`config.mk`:
```
export PLATFORM = sky130hd
export DESIGN_NAME = sdr_dpath
export DESIGN_NICKNAME = d
export VERILOG_FILES = /design/src/rtl/sdr_dp_pkg.sv /design/src/rtl/sdr_burst_ctr.sv /design/src/rtl/sdr_wr_launch.sv /design/src/rtl/sdr_rd_track.sv /design/src/rtl/sdr_dpath.sv
export SDC_FILE = /design/constraint.sdc
export NUM_CORES = 1
export LEC_CHECK = 0
export ABC_AREA = 1
export BUFFER_PORTS_ARGS = -buffer_cell sky130_fd_sc_hd__clkbuf_2
export CAP_MARGIN = 10
export CORE_MARGIN = 3
export CORE_UTILIZATION = 40
export CTS_BUF_LIST = sky130_fd_sc_hd__clkbuf_16
export DETAILED_ROUTE_END_ITERATION = 8
export MAX_ROUTING_LAYER = met4
export PLACE_DENSITY = 0.69
export RECOVER_POWER = 50
export SYNTH_ARGS = -nofsm -noshare
export SYNTH_HDL_FRONTEND = slang
export SYNTH_SLANG_ARGS = --single-unit
export TNS_END_PERCENT = 30
```
`constraint.sdc`:
```
create_clock -name clk -period 1.1 [get_ports clk]
set_clock_uncertainty 0.1 [all_clocks]
set_input_delay 0.22 -clock clk [delete_from_list [all_inputs] [get_ports clk]]
set_output_delay 0.22 -clock clk [all_outputs]
set_load 0.01 [all_outputs]
```
`src/rtl/sdr_dp_pkg.sv`:
```
package sdr_dp_pkg;

  typedef enum logic {
    DIR_RD = 1'b0,
    DIR_WR = 1'b1
  } burst_dir_e;

  // burst length in beats from its 2^code encoding
  function automatic int unsigned beats_of(input int unsigned code);
    return 32'd1 << code;
  endfunction

endpackage

```
`src/rtl/sdr_burst_ctr.sv`:
```
module sdr_burst_ctr
  import sdr_dp_pkg::*;
#(
  parameter int BL_CODE_W = 2,
  localparam int CNT_W    = (1 << BL_CODE_W) - 1
) (
  input  logic                 clk,
  input  logic                 rst_n,
  input  logic                 wr_cmd,
  input  logic                 rd_cmd,
  input  logic [BL_CODE_W-1:0] bl_code,
  output logic                 beat_wr,
  output logic                 beat_rd
);

  logic [CNT_W-1:0] remain_q, remain_d;
  burst_dir_e       dir_q, dir_d;
  logic             start;
  burst_dir_e       start_dir;
  burst_dir_e       cur_dir;
  logic             beat;

  always_comb begin
    start     = wr_cmd | rd_cmd;
    start_dir = wr_cmd ? DIR_WR : DIR_RD;   // write wins on a tie
    remain_d  = remain_q;
    dir_d     = dir_q;
    if (start) begin
      remain_d = CNT_W'(beats_of(32'(bl_code)) - 32'd1);
      dir_d    = start_dir;
    end else if (remain_q != '0) begin
      remain_d = remain_q - CNT_W'(1);
    end
    beat    = start | (remain_q != '0);
    cur_dir = start ? start_dir : dir_q;
    beat_wr = beat & (cur_dir == DIR_WR);
    beat_rd = beat & (cur_dir == DIR_RD);
  end

  always_ff @(posedge clk or negedge rst_n) begin
    if (!rst_n) begin
      remain_q <= '0;
      dir_q    <= DIR_RD;
    end else begin
      remain_q <= remain_d;
      dir_q    <= dir_d;
    end
  end

endmodule

```
`src/rtl/sdr_wr_launch.sv`:
```
module sdr_wr_launch #(
  parameter int DW = 8
) (
  input  logic          clk,
  input  logic          rst_n,
  input  logic          beat_wr,
  input  logic [DW-1:0] wr_data,
  input  logic          wr_mask,
  input  logic          rd_mask,
  output logic          dq_oe,
  output logic [DW-1:0] dq_out,
  output logic          dqm
);

  logic          oe_d, dqm_d;
  logic [DW-1:0] dout_d;

  always_comb begin
    oe_d   = beat_wr;
    dqm_d  = beat_wr ? wr_mask : rd_mask;
    dout_d = dq_out;
    if (beat_wr) begin
      dout_d = wr_data;
    end
  end

  always_ff @(posedge clk or negedge rst_n) begin
    if (!rst_n) begin
      dq_oe  <= 1'b0;
      dqm    <= 1'b0;
      dq_out <= '0;
    end else begin
      dq_oe  <= oe_d;
      dqm    <= dqm_d;
      dq_out <= dout_d;
    end
  end

endmodule

```
`src/rtl/sdr_rd_track.sv`:
```
module sdr_rd_track #(
  parameter int DW         = 8,
  parameter int CL_MIN     = 2,
  parameter int MASK_LAT   = 2,
  localparam int DEPTH     = CL_MIN + 1
) (
  input  logic             clk,
  input  logic             rst_n,
  input  logic             beat_rd,
  input  logic             dqm_pad,
  input  logic             cas_lat3,
  input  logic [DW-1:0]    dq_in,
  output logic             rd_valid,
  output logic [DW-1:0]    rd_data,
  output logic [DEPTH-1:0] rd_pipe
);

  logic                beat_pad_q;
  logic [MASK_LAT-1:0] msk_pipe;
  logic                beat_tap, mask_tap, valid_d;
  logic [DW-1:0]       data_d;

  // stage aligned with the command pins
  always_ff @(posedge clk or negedge rst_n) begin
    if (!rst_n) beat_pad_q <= 1'b0;
    else        beat_pad_q <= beat_rd;
  end

  always_ff @(posedge clk or negedge rst_n) begin
    if (!rst_n) begin
      rd_pipe[0]  <= 1'b0;
      msk_pipe[0] <= 1'b0;
    end else begin
      rd_pipe[0]  <= beat_pad_q;
      msk_pipe[0] <= dqm_pad;
    end
  end

  for (genvar j = 1; j < DEPTH; j++) begin : g_beat_stage
    always_ff @(posedge clk or negedge rst_n) begin
      if (!rst_n) rd_pipe[j] <= 1'b0;
      else        rd_pipe[j] <= rd_pipe[j-1];
    end
  end

  for (genvar j = 1; j < MASK_LAT; j++) begin : g_mask_stage
    always_ff @(posedge clk or negedge rst_n) begin
      if (!rst_n) msk_pipe[j] <= 1'b0;
      else        msk_pipe[j] <= msk_pipe[j-1];
    end
  end

  always_comb begin
    beat_tap = cas_lat3 ? rd_pipe[CL_MIN] : rd_pipe[CL_MIN-1];
    mask_tap = msk_pipe[MASK_LAT-1];
    valid_d  = beat_tap & ~mask_tap;
    data_d   = rd_data;
    if (valid_d) begin
      data_d = dq_in;
    end
  end

  always_ff @(posedge clk or negedge rst_n) begin
    if (!rst_n) begin
      rd_valid <= 1'b0;
      rd_data  <= '0;
    end else begin
      rd_valid <= valid_d;
      rd_data  <= data_d;
    end
  end

endmodule

```
`src/rtl/sdr_dpath.sv`:
```
module sdr_dpath #(
  parameter int DW        = 8,
  parameter int BL_CODE_W = 2,
  parameter int CL_MIN    = 2,
  parameter int MASK_LAT  = 2,
  localparam int DEPTH    = CL_MIN + 1
) (
  input  logic                 clk,
  input  logic                 rst_n,
  input  logic                 cas_lat3,
  input  logic [BL_CODE_W-1:0] bl_code,
  input  logic                 wr_cmd,
  input  logic                 rd_cmd,
  input  logic [DW-1:0]        wr_data,
  input  logic                 wr_mask,
  input  logic                 rd_mask,
  input  logic [DW-1:0]        dq_in,
  output logic                 dq_oe,
  output logic [DW-1:0]        dq_out,
  output logic                 dqm,
  output logic [DW-1:0]        rd_data,
  output logic                 rd_valid
);

  logic             beat_wr, beat_rd;
  logic [DEPTH-1:0] rd_pipe;

  sdr_burst_ctr #(
    .BL_CODE_W (BL_CODE_W)
  ) u_ctr (
    .clk     (clk),
    .rst_n   (rst_n),
    .wr_cmd  (wr_cmd),
    .rd_cmd  (rd_cmd),
    .bl_code (bl_code),
    .beat_wr (beat_wr),
    .beat_rd (beat_rd)
  );

  sdr_wr_launch #(
    .DW (DW)
  ) u_wr (
    .clk     (clk),
    .rst_n   (rst_n),
    .beat_wr (beat_wr),
    .wr_data (wr_data),
    .wr_mask (wr_mask),
    .rd_mask (rd_mask),
    .dq_oe   (dq_oe),
    .dq_out  (dq_out),
    .dqm     (dqm)
  );

  sdr_rd_track #(
    .DW       (DW),
    .CL_MIN   (CL_MIN),
    .MASK_LAT (MASK_LAT)
  ) u_rd (
    .clk      (clk),
    .rst_n    (rst_n),
    .beat_rd  (beat_rd),
    .dqm_pad  (dqm),
    .cas_lat3 (cas_lat3),
    .dq_in    (dq_in),
    .rd_valid (rd_valid),
    .rd_data  (rd_data),
    .rd_pipe  (rd_pipe)
  );

endmodule

```
## After elaboration in Yosys (flattened, before gate mapping)

Cells that the tools add are included.

| word-level totals | value |
|---|---|
| bits in registers | 29 |
| latch bits | 0 |
| bits in writable memories | 0 |
| memory bits (read-only) | 0 |
| output and inout bits | 19 |
| memories kept | 0 |

| cells by class | value |
|---|---|
| add/sub/neg operators | 2 |
| multipliers | 0 |
| divide/modulo/power cells | 0 |
| order comparisons | 0 |
| equal/unequal tests | 0 |
| shift-type cells | 1 |
| multiplexer cells | 6 |
| bitwise operators | 7 |
| reduce and logical (&&, ||, !) cells | 2 |

Operator list:

| kind | count |
|---|---|
| $mux W3 | 2 |
| $sub A3 B1 Y3 const B | 2 |
| $mux W1 | 4 |
| $and A1 B1 Y1 | 3 |
| $reduce_bool A3 Y1 | 1 |
| $shl A1 B2 Y3 const A | 1 |
| $not A1 Y1 | 2 |
| $or A1 B1 Y1 | 2 |
| $reduce_bool A2 Y1 | 1 |

## Depth between registers and ports, before layout

Gate-level depths: netlist of run 1.

| logic depth | value |
|---|---|
| depth in word-level cells | 4 |
| gate-level depth with buffers | 9 |

## By module

From an unflattened synthesis of run 1, not the netlist that was laid out.

| second synthesis, totals | value |
|---|---|
| cells, all modules | 124 |
| area total of the unflattened synthesis | 1158.6 sq um |

By module, submodules not included:

| module | times used | cells each | area an instance (sq um) | sequential area each (sq um) |
|---|---|---|---|---|
| sdr_rd_track | 1 | 50 | 540.5 | 375.4 |
| sdr_wr_launch | 1 | 39 | 366.6 | 250.2 |
| sdr_burst_ctr | 1 | 35 | 251.5 | 100.1 |

## Least setup slack after synthesis of run 1

Ideal clock, no wire load.

| timing path | value |
|---|---|
| path type | input -> register |
| start point | input wr_cmd |
| end point | register u_ctr.remain_q[2] |
| library setup time | 119 ps |
| arrival time | 967 ps |
| required time | 881 ps |
| slack | -86 ps |
| stages on the path | 9 |
| buffers on the path | 0 |
| cell sequence | inv_1 -> nand2_2 -> o21ai_1 -> o21ai_2 -> ha_1 -> inv_1 -> nand3_1 -> nand2_1 -> nor2_1 |

| on the way | value |
|---|---|
| cells in the longest elaborated chain, start to end | 2 |

Ends and longest elaborated chain:

| item | RTL line | source |
|---|---|---|
| start: declaration | sdr_dpath.sv:12 | `input logic wr_cmd,` |
| $or A1 B1 Y1 * | sdr_burst_ctr.sv:24 | `start = wr_cmd \| rd_cmd;` |
| $mux W3 or $reduce_bool A2 Y1 (tied branches) | n/a |  |
| end signal: assignment | sdr_burst_ctr.sv:45 | `remain_q <= remain_d;` |
| end: declaration | sdr_burst_ctr.sv:16 | `logic [CNT_W-1:0] remain_q, remain_d;` |

Every way passes the cells marked *; elsewhere a longest branch is shown, timed or not.
A chain may end at the register's enable or synchronous reset.

## Worst setup path in the final report of run 1

| timing path | value |
|---|---|
| start point | register u_ctr.remain_q[2] |
| end point | register u_wr.dq_out[6] |

| on the way | value |
|---|---|
| cells in the longest elaborated chain, start to end | 3 |

Ends and longest elaborated chain:

| item | RTL line | source |
|---|---|---|
| $reduce_bool A3 Y1 | sdr_burst_ctr.sv:34 | `beat = start \| (remain_q != '0);` |
| $or A1 B1 Y1 | sdr_burst_ctr.sv:34 |  |
| $and A1 B1 Y1 | sdr_burst_ctr.sv:36 | `beat_wr = beat & (cur_dir == DIR_WR);` |
| end signal: assignment | sdr_wr_launch.sv:35 | `dq_out <= dout_d;` |
| end: declaration | sdr_wr_launch.sv:11 | `output logic [DW-1:0] dq_out,` |

Every way passes these cells.

==> results.cfg, run 1 <==
[sta]
rsz0062_at_grt = true
final-hold-violation-count = 0
setup_ws_ns = -0.0731
tightest_slew_ns = 0.400
timing.fmax_mhz = 852
final.setup.tns_ns = -0.654
slew_viol_final = 0
finalCritPeriodShare_pct = 107
period_needed_ns = 1.17
finalSetupViolations = 14
relSlewSlack_pct = 73.3

[floorplanning]
die_h_um = 60.9
die_area_um2 = 3710
rows = 19
core-area_um2 = 2810
start_util_pct = 43.0
die_w_um = 60.9
io_pins = 44

[placement]
hpwl_mm = 1.85
globalplace.congestion = 0.784
dp.cells = 203
place_area_um2 = 1530
port_buffers = 43

[worst_setup_path]
ff2ff_setup_slack_ns = -0.07
cp_top_family = simple AND/OR/NAND/NOR gates
r2r_start = u_ctr.remain_q[2]$_DFFE_PN0P_
critPathMaxStageDelay_ns = 0.39
crit_fanout = 4
reg2regPathDepth = 5
reg2reg_to = u_wr.dq_out[6]$_DFFE_PN0P_
cp-end-kind = register
path_class = register to register
cp_slowest_cell = dfrtp_1
timing.critical_path.buf_inv = 1
worstPathArrival_ns = 1.22
cp.required_ns = 1.15
startpoint_type = register
crit_chain = nor2_2 -> nand3b_4 -> buf_6 -> nand3_2 -> nand2_1

[global_route]
grt-ovfl-total = 0
grt_max_degree = 30
antenna_found_initial = 0
grt_pass1_vias = 941
grt_pass1_wl_mm = 3.93
grt_util_all_layers_pct = 15.3

[status]
violations = negative setup slack
status = finished, violations left

[finish]
multi_input_area_um2 = 425
layout_commonest_cell = nand2_1
final_cell_mix = nand2_1, clkbuf_2, dfrtp_1
fill_cells = 236
syn_to_final_growth_pct = 41.5
post-route-cell-area_um2 = 1710
drive_above_1_share_pct = 47.0
final_cells = 212
seqCellArea_um2 = 726
fin_nets = 206
antenna-diode-count = 0

[route]
drc_errors = 0
totalWireLength_mm = 2.59
dr.pass1.iters = 4
routedWlPerCell_um = 12.2
drt_iter0_drc = 37
ant_nets = 0
routed_via_density = 4.66
num_vias = 988

[synthesis]
synthCells = 120
avgSynthCellArea_um2 = 10.1
synth_area_um2 = 1210
ys_types = 18
ys_ff_latch = 29
synth-seq-area-share_pct = 60.2
syn_nets = 146
ys_warn_count = 0

[clock_network]
cts-htree-levels = 2
cts_buffers = 5
cts.sink_count = 29
cts_tree = done
root_buffer = clkbuf_16
clock_latency_ns = 0.27
clk_pin_slew_worst_paths_ns = 0.05
cts.path.max_buffers = 2

[worst_hold_path]
min_to = u_rd.rd_data[6]$_DFFE_PN0P_
whs_path_depth = 3
min_from = dq_in[6]
hold_class = input pin to register

[power_and_ir_drop]
ir_worst_vdd_uv = 778
power.density_nw_per_um2 = 1810
cellLeakagePower_nw = 0.977
total_power_mw = 3.08

[job]
maxCapViolations = 0
==> flip-flops by register name (all words and copies together) (netlist names) <==
name	flops
u_rd.rd_data	8
u_wr.dqm	1
u_wr.dq_oe	1
u_ctr.remain_q	3
u_rd.msk_pipe	1
u_rd.rd_valid	1
u_wr.dq_out	8
u_ctr.dir_q	1
u_rd.beat_pad_q	1
u_rd.mask_tap	1
u_rd.rd_pipe	3
==> where the power goes <==
group	internal, mW	switching (mW)	leakage [nW]
Sequential	1.22	0.0799	0.350
Clock	0.813	0.423	0.0687
Combinational	0.240	0.309	0.558
==> synthesized netlist by cell type, drive strengths merged <==
| cell type | n | area share [%] |
|---|---|---|
| nand2 | 54 | 19 |
| dfrtp | 29 | 60 |
| inv | 11 | 3.4 |
| nand3 | 11 | 7.5 |
| nor2 | 7 | 3.0 |
| a21oi | 2 | 0.83 |
| buf | 2 | 2.6 |
| o21ai | 2 | 1.1 |
| ha | 1 | 1.0 |
| nand3b | 1 | 1.7 |
==> cell type report <==
cell class / count / area share, %
Sequential cell: 29 / 42.5
Clock buffer: 5 / 7.33
Clock inverter: 3 / 0.733
Timing Repair Buffer: 55 / 19.4
Multi-Input combinational cell: 78 / 24.9
Inverter: 11 / 2.79
Tap cell: 31 / 2.27
==> timing repair <==
action | 4_1_cts | 5_1_grt
setup endpoints to repair | 30 | 39
buffers inserted | 0 | 0
gates resized for setup | 5 | 4
hold endpoints to repair | 29 | 0
hold buffers | 1 | 0
gates cloned | 0 | 0
pin swaps | 9 | 2
==> worst register-to-register path, delay by kind of cell, from the launching register on <==
| family | cells | cell delay [ns] |
|---|---|---|
| buf+inv | 1 | 0.15 |
| simple gates | 4 | 0.40 |
| flops | 1 | 0.39 |
==> worst max path at each step <==
stage                                             start                            end  slack, ns  cells after the start
after CTS                 u_ctr.remain_q[2]$_DFFE_PN0P_     u_wr.dq_out[6]$_DFFE_PN0P_      -0.06                      5
after detailed placement                         wr_cmd  u_ctr.remain_q[2]$_DFFE_PN0P_      -0.23                     10
after global routing      u_ctr.remain_q[2]$_DFFE_PN0P_     u_wr.dq_out[6]$_DFFE_PN0P_      -0.13                      5
after global placement                           wr_cmd  u_ctr.remain_q[2]$_DFFE_PN0P_      -0.13                     10
final                     u_ctr.remain_q[2]$_DFFE_PN0P_     u_wr.dq_out[6]$_DFFE_PN0P_      -0.07                      5
after floorplan                                  wr_cmd  u_ctr.remain_q[2]$_DFFE_PN0P_    -0.0008                      9
==> stage by stage <==
step,hold slack [ns],setup slack [ns],util [%]
6_report,0.0476,-0.0731,60.8
5_1_grt,0.0575,-0.132,60.8
4_1_cts,0.0459,-0.0636,60.5
3_5_place_dp,0.143,-0.229,54.6
3_3_place_gp,0.139,-0.128,54.6
2_1_floorplan,-0.176,-0.000801,-
==> logic make-up (layout without fill, tap and decap cells) <==
group,Yosys count,count (layout),share of synthesized area [%]
AO/OA/AOI/OAI,4,4,1.97
adder cells (fa/ha/maj),1,1,1.04
AND/OR/NAND/NOR,73,73,30.8
flip-flops,29,29,60.2
buffers and inverters,13,74,6.02
==> per-layer routing <==
layer | part of all wire [%] | global-route usage (%) | wire length, µm
met4 | 0.27 | 6.50 | 7
met1 | 40 | 16.6 | 1050
met5 | 0 | - | 0
met3 | 7.9 | 4.68 | 204
met2 | 51 | 25.6 | 1330
Power figures use the tool's default switching activity.
==> run 2, diff against run 1 <==
--- a/config.mk
+++ b/config.mk
@@ -7,13 +7,12 @@
 export LEC_CHECK = 0
 export ABC_AREA = 1
 export BUFFER_PORTS_ARGS = -buffer_cell sky130_fd_sc_hd__clkbuf_2
-export CAP_MARGIN = 10
 export CORE_MARGIN = 3
-export CORE_UTILIZATION = 40
+export CORE_UTILIZATION = 43
 export CTS_BUF_LIST = sky130_fd_sc_hd__clkbuf_16
 export DETAILED_ROUTE_END_ITERATION = 8
 export MAX_ROUTING_LAYER = met4
-export PLACE_DENSITY = 0.69
+export PLACE_DENSITY = 0.74
 export RECOVER_POWER = 50
 export SYNTH_ARGS = -nofsm -noshare
 export SYNTH_HDL_FRONTEND = slang
==> results.cfg, run 2 (same netlist as run 1, synthesis figures left out) <==
[status]
status = finished, violations left
violations = negative setup slack

[route]
drt_iter0_drc = 23
ant_nets = 0
totalWireLength_mm = 2.49
drc_errors = 0
routedWlPerCell_um = 11.6
dr.pass1.iters = 4
routed_via_density = 4.67
num_vias = 1003

[placement]
port_buffers = 43
globalplace.congestion = 0.877
place_area_um2 = 1520
hpwl_mm = 1.79

[sta]
period_needed_ns = 1.21
final-hold-violation-count = 0
setup_ws_ns = -0.111
finalSetupViolations = 18
tightest_slew_ns = 0.387
rsz0062_at_grt = true
relSlewSlack_pct = 74.2
finalCritPeriodShare_pct = 110
timing.fmax_mhz = 826
slew_viol_final = 0

[power_and_ir_drop]
power.density_nw_per_um2 = 1780
ir_worst_vdd_uv = 1360
total_power_mw = 3.07
cellLeakagePower_nw = 0.985

[clock_network]
clock_latency_ns = 0.26
cts_tree = done
root_buffer = clkbuf_16
clk_pin_slew_worst_paths_ns = 0.05
cts.sink_count = 29
cts-htree-levels = 2
cts.path.max_buffers = 2
cts_buffers = 5

[floorplanning]
core-area_um2 = 2570
die_h_um = 59.0
start_util_pct = 47.0
io_pins = 44
die_w_um = 59.0
rows = 18
die_area_um2 = 3480

[global_route]
grt_util_all_layers_pct = 16.0
grt-ovfl-total = 0
grt_pass1_vias = 971
antenna_found_initial = 0
grt_max_degree = 30
grt_pass1_wl_mm = 4.06

[worst_setup_path]
reg2regPathDepth = 5
crit_start = u_ctr.remain_q[1]$_DFFE_PN0P_
startpoint_type = register
r2r_start = u_ctr.remain_q[1]$_DFFE_PN0P_
endpoint = u_wr.dqm$_DFF_PN0_
reg2reg_to = u_wr.dqm$_DFF_PN0_
ff2ff_setup_slack_ns = -0.11
path_class = register to register
cp.required_ns = 1.15
crit_fanout = 8
worstPathArrival_ns = 1.26
cp-end-kind = register

[finish]
drive_above_1_share_pct = 49.7
syn_to_final_growth_pct = 43.5
final_cell_mix = nand2_1, clkbuf_2, dfrtp_1
antenna-diode-count = 0
layout_commonest_cell = nand2_1
post-route-cell-area_um2 = 1730
fill_cells = 200
fin_nets = 211
reg_top3 = u_rd.rd_data x8, u_wr.dq_out x8

[job]
maxCapViolations = 0

[worst_hold_path]
hold_class = input pin to register
## run 2: critical path: stages, from the launching register on
cell and delay, ns:
dfrtp_1 0.40, nor2_2 0.14, nand3b_4 0.16, buf_12 0.18
nand3_2 0.05, nand2_1 0.06
## run 2: stage by stage
stage / std cells / util (%) / setup slack, ns / TNS, ns / hold slack [ns]
6_report: 215 / 67.4 / -0.111 / -1.12 / 0.0488
5_1_grt: 215 / 67.4 / -0.173 / -2.54 / 0.0447
4_1_cts: 208 / 64.7 / -0.0990 / -1.01 / 0.0434
3_5_place_dp: 200 / 59.0 / -0.232 / -1.39 / 0.144
3_3_place_gp: 200 / 59.0 / -0.141 / -0.856 / 0.136
2_1_floorplan: 120 / - / -0.000801 / -0.000801 / -0.176
## run 2: how the worst min path moves through the flow
stage	end	cells after the start	slack [ns]	start
2_1_floorplan	u_ctr.dir_q$_DFF_PN0_	0	-0.18	rst_n
3_3_place_gp	u_rd.rd_pipe[2]$_DFF_PN0_	2	0.14	rst_n
3_5_place_dp	u_rd.rd_pipe[2]$_DFF_PN0_	2	0.14	rst_n
4_1_cts	u_rd.rd_data[1]$_DFFE_PN0P_	3	0.04	dq_in[1]
5_1_grt	u_rd.rd_data[1]$_DFFE_PN0P_	3	0.04	dq_in[1]
6_report	u_rd.rd_data[1]$_DFFE_PN0P_	3	0.05	dq_in[1]
## run 2: power by group
| part | total, mW | switching [mW] | internal (mW) |
|---|---|---|---|
| sequential | 1.30 | 0.0801 | 1.22 |
| combinational | 0.581 | 0.317 | 0.264 |
| clock | 1.19 | 0.390 | 0.801 |
| total | 3.07 | 0.788 | 2.28 |
## run 2: layout make-up
class                      instances  area, µm²  area share, %
clock inverter                     2       7.51          0.434
clock buffer                       5        125           7.23
timing repair inverter             1       7.51          0.434
multi-input combinational         79        437           25.2
inverter                          11       47.5           2.75
tap                               30       37.5           2.17
timing repair buffer              58        343           19.8
sequential                        29        726           41.9
## run 2: layer usage
| metal | track usage [%] | up-vias | part of all wire (%) |
|---|---|---|---|
| met1 | 18.4 | 460 | 40 |
| met4 | 5.18 | 0 | 0 |
| met3 | 6.36 | 0 | 7.8 |
| met5 | - | - | 0 |
| met2 | 25.6 | 39 | 52 |
| li1 | - | 504 | - |
## run 2: repair_timing
item,in CTS,in global routing
pin swaps,8,6
hold endpoints to repair,29,0
resized for setup,1,11
cloned,0,2
setup endpoints to repair,24,38
buffers inserted,0,5
hold buffers,1,0
